File: src/rtl/pdx_pkg.sv
package pdx_pkg;
  localparam int LANES = 4;
  localparam int WORD_W = 8 * LANES;

  typedef enum logic [2:0] {
    ST_IDLE   = 3'd0,
    ST_NEXT   = 3'd1,
    ST_GATHER = 3'd2,
    ST_WRITE  = 3'd3,
    ST_DONE   = 3'd4
  } pdx_state_e;

  typedef logic [2:0] piece_sz_t;
endpackage

File: src/rtl/pdx_piece_sel.sv
module pdx_piece_sel
  import pdx_pkg::*;
#(
  parameter int LEN_W = 8
) (
  input  logic [1:0]       ptr_lo,
  input  logic [LEN_W-1:0] rem,
  output piece_sz_t        size
);
  logic four_ok;
  logic two_ok;

  always_comb begin
    four_ok = (ptr_lo == 2'b00) && (rem >= LEN_W'(4));
    two_ok  = (ptr_lo[0] == 1'b0) && (rem >= LEN_W'(2));
    if (four_ok)     size = 3'd4;
    else if (two_ok) size = 3'd2;
    else             size = 3'd1;
  end
endmodule

File: src/rtl/pdx_lane_pack.sv
module pdx_lane_pack
  import pdx_pkg::*;
(
  input  logic              clk,
  input  logic              rst_n,
  input  logic              clr,
  input  logic              shift_en,
  input  logic [7:0]        byte_in,
  input  piece_sz_t         size,
  input  logic [1:0]        off,
  output logic              piece_last,
  output logic [WORD_W-1:0] lane_data,
  output logic [LANES-1:0]  lane_be
);
  logic [2:0]        gcnt_q, gcnt_d;
  logic [WORD_W-1:0] acc_q, acc_d;
  logic [WORD_W-1:0] dmask;
  logic [LANES-1:0]  bmask;
  logic [2:0]        sh3;
  logic [1:0]        shamt;

  always_comb begin
    gcnt_d = gcnt_q;
    acc_d  = acc_q;
    if (clr) gcnt_d = 3'd0;
    else if (shift_en) gcnt_d = gcnt_q + 3'd1;
    if (shift_en) acc_d = {acc_q[WORD_W-9:0], byte_in};
  end

  always_ff @(posedge clk or negedge rst_n) begin
    if (!rst_n) begin
      gcnt_q <= 3'd0;
      acc_q  <= '0;
    end else begin
      if (clr || shift_en) gcnt_q <= gcnt_d;
      if (shift_en)        acc_q  <= acc_d;
    end
  end

  always_comb begin
    piece_last = ((gcnt_q + 3'd1) == size);
    case (size)
      3'd1:    begin dmask = 32'h0000_00FF; bmask = 4'b0001; end
      3'd2:    begin dmask = 32'h0000_FFFF; bmask = 4'b0011; end
      default: begin dmask = 32'hFFFF_FFFF; bmask = 4'b1111; end
    endcase
    sh3       = 3'd4 - size - {1'b0, off};
    shamt     = sh3[1:0];
    lane_data = (acc_q & dmask) << {shamt, 3'b000};
    lane_be   = bmask << shamt;
  end
endmodule

File: src/rtl/pdx_ctrl.sv
module pdx_ctrl
  import pdx_pkg::*;
#(
  parameter int AW    = 32,
  parameter int LEN_W = 8,
  parameter int CNT_W = 8
) (
  input  logic             clk,
  input  logic             rst_n,
  input  logic             start,
  input  logic [AW-1:0]    init_addr,
  input  logic [LEN_W-1:0] op_len,
  input  logic [CNT_W-1:0] op_cnt,
  input  logic             byte_take,
  input  logic             piece_last,
  input  logic             mem_ack,
  input  piece_sz_t        size,
  output pdx_state_e       state,
  output logic [AW-1:0]    ptr,
  output logic [LEN_W-1:0] rem,
  output logic [AW-1:0]    reg_addr
);
  pdx_state_e       state_q, state_d;
  logic [AW-1:0]    addr_q, addr_d, ptr_q, ptr_d;
  logic [LEN_W-1:0] rem_q, rem_d, len_q, len_d;
  logic [CNT_W-1:0] ops_q, ops_d;
  logic [AW-1:0]    len_ext, size_ext, region_lo;
  logic             addr_en, ptr_en;

  always_comb begin
    len_ext   = {{(AW-LEN_W){1'b0}}, len_q};
    size_ext  = {{(AW-3){1'b0}}, size};
    region_lo = addr_q - len_ext;
    state_d = state_q;
    addr_d  = addr_q;
    ptr_d   = ptr_q;
    rem_d   = rem_q;
    len_d   = len_q;
    ops_d   = ops_q;
    addr_en = 1'b0;
    ptr_en  = 1'b0;
    case (state_q)
      ST_IDLE: if (start) begin
        addr_d  = init_addr;
        len_d   = op_len;
        ops_d   = op_cnt;
        addr_en = 1'b1;
        state_d = ((op_cnt == '0) || (op_len == '0)) ? ST_DONE : ST_NEXT;
      end
      ST_NEXT: begin
        addr_d  = region_lo;
        ptr_d   = region_lo;
        rem_d   = len_q;
        ops_d   = ops_q - CNT_W'(1);
        addr_en = 1'b1;
        ptr_en  = 1'b1;
        state_d = ST_GATHER;
      end
      ST_GATHER: if (byte_take && piece_last) state_d = ST_WRITE;
      ST_WRITE: if (mem_ack) begin
        ptr_d  = ptr_q + size_ext;
        rem_d  = rem_q - LEN_W'(size);
        ptr_en = 1'b1;
        if (rem_q == LEN_W'(size)) state_d = (ops_q == '0) ? ST_DONE : ST_NEXT;
        else                       state_d = ST_GATHER;
      end
      ST_DONE: state_d = ST_IDLE;
      default: state_d = ST_IDLE;
    endcase
  end

  always_ff @(posedge clk or negedge rst_n) begin
    if (!rst_n) begin
      state_q <= ST_IDLE;
      addr_q  <= '0;
      ptr_q   <= '0;
      rem_q   <= '0;
      len_q   <= '0;
      ops_q   <= '0;
    end else begin
      state_q <= state_d;
      if (addr_en) begin
        addr_q <= addr_d;
        len_q  <= len_d;
        ops_q  <= ops_d;
      end
      if (ptr_en) begin
        ptr_q <= ptr_d;
        rem_q <= rem_d;
      end
    end
  end

  assign state    = state_q;
  assign ptr      = ptr_q;
  assign rem      = rem_q;
  assign reg_addr = addr_q;
endmodule

File: src/rtl/pdx_xfer_seq.sv
module pdx_xfer_seq
  import pdx_pkg::*;
#(
  parameter int AW    = 32,
  parameter int LEN_W = 8,
  parameter int CNT_W = 8
) (
  input  logic             clk,
  input  logic             rst_n,
  input  logic             start,
  input  logic [AW-1:0]    init_addr,
  input  logic [LEN_W-1:0] op_len,
  input  logic [CNT_W-1:0] op_cnt,
  input  logic             in_valid,
  input  logic [7:0]       in_data,
  output logic             in_ready,
  output logic [AW-1:0]    mem_addr,
  output logic [31:0]      mem_data,
  output logic [3:0]       mem_be,
  output logic             mem_wr,
  input  logic             mem_ack,
  output logic [AW-1:0]    final_addr,
  output logic             done
);
  logic [1:0]       rst_sync_q;
  logic             rst_i_n;
  pdx_state_e       state;
  logic [AW-1:0]    ptr;
  logic [LEN_W-1:0] rem;
  piece_sz_t        size;
  logic             piece_last;
  logic             byte_take;
  logic             seq_idle;

  always_ff @(posedge clk or negedge rst_n) begin
    if (!rst_n) rst_sync_q <= 2'b00;
    else        rst_sync_q <= {rst_sync_q[0], 1'b1};
  end
  assign rst_i_n = rst_sync_q[1];

  assign in_ready  = (state == ST_GATHER);
  assign byte_take = in_ready && in_valid;
  assign mem_wr    = (state == ST_WRITE);
  assign done      = (state == ST_DONE);
  assign seq_idle  = (state == ST_IDLE);
  assign mem_addr  = {ptr[AW-1:2], 2'b00};

  pdx_piece_sel #(.LEN_W(LEN_W)) u_sel (
    .ptr_lo (ptr[1:0]),
    .rem    (rem),
    .size   (size)
  );

  pdx_lane_pack u_pack (
    .clk        (clk),
    .rst_n      (rst_i_n),
    .clr        (mem_wr && mem_ack),
    .shift_en   (byte_take),
    .byte_in    (in_data),
    .size       (size),
    .off        (ptr[1:0]),
    .piece_last (piece_last),
    .lane_data  (mem_data),
    .lane_be    (mem_be)
  );

  pdx_ctrl #(.AW(AW), .LEN_W(LEN_W), .CNT_W(CNT_W)) u_ctrl (
    .clk        (clk),
    .rst_n      (rst_i_n),
    .start      (start),
    .init_addr  (init_addr),
    .op_len     (op_len),
    .op_cnt     (op_cnt),
    .byte_take  (byte_take),
    .piece_last (piece_last),
    .mem_ack    (mem_ack),
    .size       (size),
    .state      (state),
    .ptr        (ptr),
    .rem        (rem),
    .reg_addr   (final_addr)
  );
endmodule

File: config.mk
export PLATFORM = sky130hd
export DESIGN_NAME = pdx_xfer_seq
export DESIGN_NICKNAME = d
export VERILOG_FILES = /design/src/rtl/pdx_pkg.sv /design/src/rtl/pdx_piece_sel.sv /design/src/rtl/pdx_lane_pack.sv /design/src/rtl/pdx_ctrl.sv /design/src/rtl/pdx_xfer_seq.sv
export SDC_FILE = /design/constraint.sdc
export NUM_CORES = 1
export LEC_CHECK = 0
export CAP_MARGIN = 40
export CORE_ASPECT_RATIO = 1.1
export CORE_UTILIZATION = 25
export CTS_BUF_LIST = sky130_fd_sc_hd__clkbuf_2
export CTS_CLUSTER_SIZE = 30
export DETAILED_ROUTE_END_ITERATION = 8
export PLACE_DENSITY_LB_ADDON = 0.08
export SYNTH_ARGS = -nofsm -noshare
export SYNTH_HDL_FRONTEND = slang
export SYNTH_SLANG_ARGS = --single-unit
File: constraint.sdc
create_clock -name clk -period 11.2 [get_ports clk]
set_input_delay 2.24 -clock clk [delete_from_list [all_inputs] [get_ports clk]]
set_output_delay 2.24 -clock clk [all_outputs]
set_load 0.01 [all_outputs]
==> run_results.csv <==
group,metric,value,unit
yosys,seq_area_frac_synth,40.2,%
worst_setup_path,critPathTopFamily,"simple AND/OR/NAND/NOR gates",
yosys,yosysWarnings,0,
clocking,clkLatencyLatePin,0.71,ns
route,postRouteAntennaNets,0,
global_routing,grt_overflow_total,0,
global_routing,grtUsageMet3,3.30,%
finish,nets,1118,
finish,layout_commonest_cell,"clkdlybuf4s50_1",
sta,fin_crit,7.29,ns
clocking,cts-hold-fix-buffers,0,
sta,fin_setup_tns,0,ns
place,gp_congestion,0.774,
clocking,cts-root-buf,"clkbuf_2",
status,status,"finished clean",
yosys,ys.flop_type,"dfrtp_1",
place,port_buffers,161,
clocking,cts_resized,0,
finish,fin_cells,1473,
worst_setup_path,crit_path_max_fanout,30,
die,num_io_pins,164,
yosys,ys_ff_latch,128,
worst_setup_path,criticalPathCategory,"reg2out",
sta,finalHoldViolCount,0,
die,die_area,32600,um2
sta,finClkSkew,0.0479,ns
sta,fmax,0.137,GHz
global_routing,top_usage_layer,"met2",
worst_setup_path,cp-end-kind,"primary output",
place,dp_hpwl,19900,um
clocking,htree_levels,4,
worst_hold_path,min_path_type,"reg2async",
clocking,clk_pin_slew_worst_paths,0.24,ns
route,num_vias,7224,
route,firstDrtPassIters,7,
sta,rsz0062_at_grt,"false",
global_routing,grt_max_degree,56,
worst_setup_path,critPathArrivalTime,5.05,ns
route,wl_per_cell,18.7,um
global_routing,antenna_found_initial,1,
die,rows,68,
power_and_ir_drop,powerDensity,328,nW/um2
power_and_ir_drop,leakagePower,0.00401,uW
finish,final_cell_mix,"161 x clkdlybuf4s50_1, 127 x dfrtp_1, 88 x nand2_1",
clocking,cts_tree,"yes",
sta,timing.final.crit_share,65.1,%
route,vias_per_cell,4.90,
clocking,cts_sinks,128,
worst_setup_path,critPathMostFrequentCell,"inv_1",
sta,worst_pin_slew,0.821,ns
clocking,cts_setup_buffers,0,
global_routing,grt_usage,17.4,%
clocking,cts_inserted_buffers,17,
die,die_w,172,um
sta,finalMaxSlewViolations,0,
power_and_ir_drop,swShare,44.9,%
yosys,syn_area_per_cell,8.66,um2
worst_setup_path,critPathBufInv,4,
place,place_inst,1439,
power_and_ir_drop,pwr-share-seq,27.9,%
route,first_iter_violations,506,
yosys,synthCells,920,
worst_setup_path,path_cells,"or4_1 -> nor3_1 -> nand2b_1 -> nand2_1 -> inv_1 -> ha_1 -> xnor2_2 -> buf_4 -> nor2b_1 -> a222oi_1 -> inv_1 -> clkdlybuf4s50_1",
die,coreArea,31400,um2
global_routing,grt_pass1_vias,7169,
finish,drive_above_1_share,9.42,%
power_and_ir_drop,p_sw,1500,uW
sta,setup_viol,0,
finish,nFillCells,3310,
global_routing,use_met1,24.1,%
global_routing,groute.layer.met2.usage,27.8,%
die,fp.dieH,189,um
power_and_ir_drop,intPower,1840,uW
yosys,synth_edf_count,0,
worst_setup_path,cp_slowest_cell,"or4_1",
global_routing,grt_pass1_wl,42800,um
yosys,synth.distinct_cells,66,
worst_setup_path,cp-start-kind,"register",
die,start_util,25.4,%
finish,area_growth_syn_to_layout,27.7,%
route,wl,27600,um
yosys,synthArstFlopShare,100,%
clocking,cts_max_path_buffers,2,
yosys,netlist_area,7960,um2
sta,slew_headroom,45.2,%
route,drc,0,
power_and_ir_drop,clock_power_share,11.8,%
power_and_ir_drop,peakVddDrop,0.000119,V
flow_run,maxCapViolCount,0,
worst_setup_path,cpPeakStageDelay,0.60,ns
power_and_ir_drop,combPwrFrac,60.4,%
worst_setup_path,required,8.96,ns
==> worst paths after layout <==
kind,from,to,slack [ns],depth (start not counted)
worst max-delay path,u_ctrl.rem[3]$_DFFE_PN0P_,mem_data[23],3.91,12
worst min-delay path,rst_sync_q[1]$_DFF_PN0_,u_ctrl.ptr[28]$_DFFE_PN0P_,0.29,0
worst max register to register,u_ctrl.rem[3]$_DFFE_PN0P_,u_ctrl.ptr[21]$_DFFE_PN0P_,7.20,14
worst min register to register,rst_sync_q[1]$_DFF_PN0_,u_ctrl.ptr[28]$_DFFE_PN0P_,0.29,0
max in group asynchronous,rst_n,rst_sync_q[1]$_DFF_PN0_,9.42,1
min in group clk,rst_sync_q[0]$_DFF_PN0_,rst_sync_q[1]$_DFF_PN0_,0.37,0
==> worst reg2reg max path: cells and delay by family, from the launching register on <==
family,cells,cell delay (ns)
AOI/OAI and AO/OA,5,0.76
DFF,1,0.49
adders and majority gates,1,0.28
and+or+nand+nor,6,2.05
buffers and inverters,2,0.31
==> layout make-up <==
cell class,instances,area (um2),share of cell area (%)
Sequential cell,128,3210,31.5
Inverter,35,131,1.29
Timing Repair Buffer,179,1740,17.1
Clock buffer,19,95.1,0.935
Clock inverter,13,234,2.30
Antenna cell,2,5.00,0.0492
Tap cell,420,526,5.17
Multi-Input combinational cell,677,4230,41.6
==> power groups by stage <==
stage / sequential, uW / combinational, uW / clock (uW)
6_report: 929 / 2010 / 392
5_1_grt: 968 / 2230 / 428
4_1_cts: 931 / 2040 / 410
3_5_place_dp: 942 / 2030 / 0
3_3_place_gp: 945 / 2020 / 0
2_1_floorplan: 863 / 1210 / 0
==> per-layer routing <==
metal / routed length [um] / part of all wire [%]
met1: 13400 / 49
met2: 12700 / 46
met3: 1190 / 4.3
met4: 302 / 1.1
met5: 0 / 0
==> sequential cells by signal, indices dropped and copies added (netlist names) <==
| register | flops |
|---|---|
| rst_sync_q | 2 |
| u_ctrl.len_q | 8 |
| u_ctrl.ops_q | 8 |
| u_ctrl.ptr | 32 |
| u_ctrl.reg_addr | 32 |
| u_ctrl.rem | 8 |
| u_ctrl.state | 3 |
| u_pack.acc_q | 32 |
| u_pack.gcnt_q | 3 |
==> synth_stat cells, types with 4 or more instances <==
cell      number  area [um2]
dfrtp_1      128        3200
nand2_1       88         330
nor2_1        87         327
o21ai_0       64         320
a21oi_1       58         290
clkbuf_1      42         158
inv_1         34         128
nor3_1        34         170
buf_4         32         240
mux2_2        32         360
nand3_1       26         130
xnor2_1       18         158
and2_1        17         106
ha_1          17         213
nor4_1        16         100
o22ai_1       15        93.8
xor2_1        14         123
and3_1        13        81.3
a211oi_1      12        90.1
mux2i_1       12         120
or3_1         12        75.1
nor2b_1       11        68.8
o31ai_1       11        82.6
a31oi_1       10        62.6
a22oi_1        9        67.6
a222oi_1       8        80.1
nand4_1        8        50.1
o211ai_1       7        52.6
or2_2          7        43.8
a21o_1         6        45.0
buf_1          6        22.5
nand2b_1       5        31.3
or4_1          5        37.5
nor3b_1        4        30.0
o21a_1         4        30.0
o221ai_1       4        35.0
==> cell families (layout without fill, tap and decap cells) <==
family          after synthesis  after routing  synth area share (%)
fa+ha+maj                    19             19                  3.17
buf+inv                     116            246                  6.99
simple gates                346            346                  21.4
flops                       128            128                  40.2
xor+xnor                     32             32                  3.52
compound gates              233            233                  18.5
other cells                   2              5                0.0943
mux                          44             44                  6.03
==> per-stage QoR <==
step | utilization (%) | hold slack (ns) | setup WS, ns | total power, uW | instance area, um2
after global placement | 31.3 | 0.298 | 4.39 | 2960 | 9820
after detailed placement | 31.3 | 0.291 | 4.69 | 2970 | 9830
after CTS | 32.4 | 0.321 | 3.74 | 3380 | 10200
final | 32.4 | 0.290 | 3.91 | 3330 | 10200
after global routing | 32.4 | 0.350 | 3.40 | 3620 | 10200
after floorplan | - | 0.331 | 5.51 | 2080 | 7970
(Power assumes the default switching activity.)
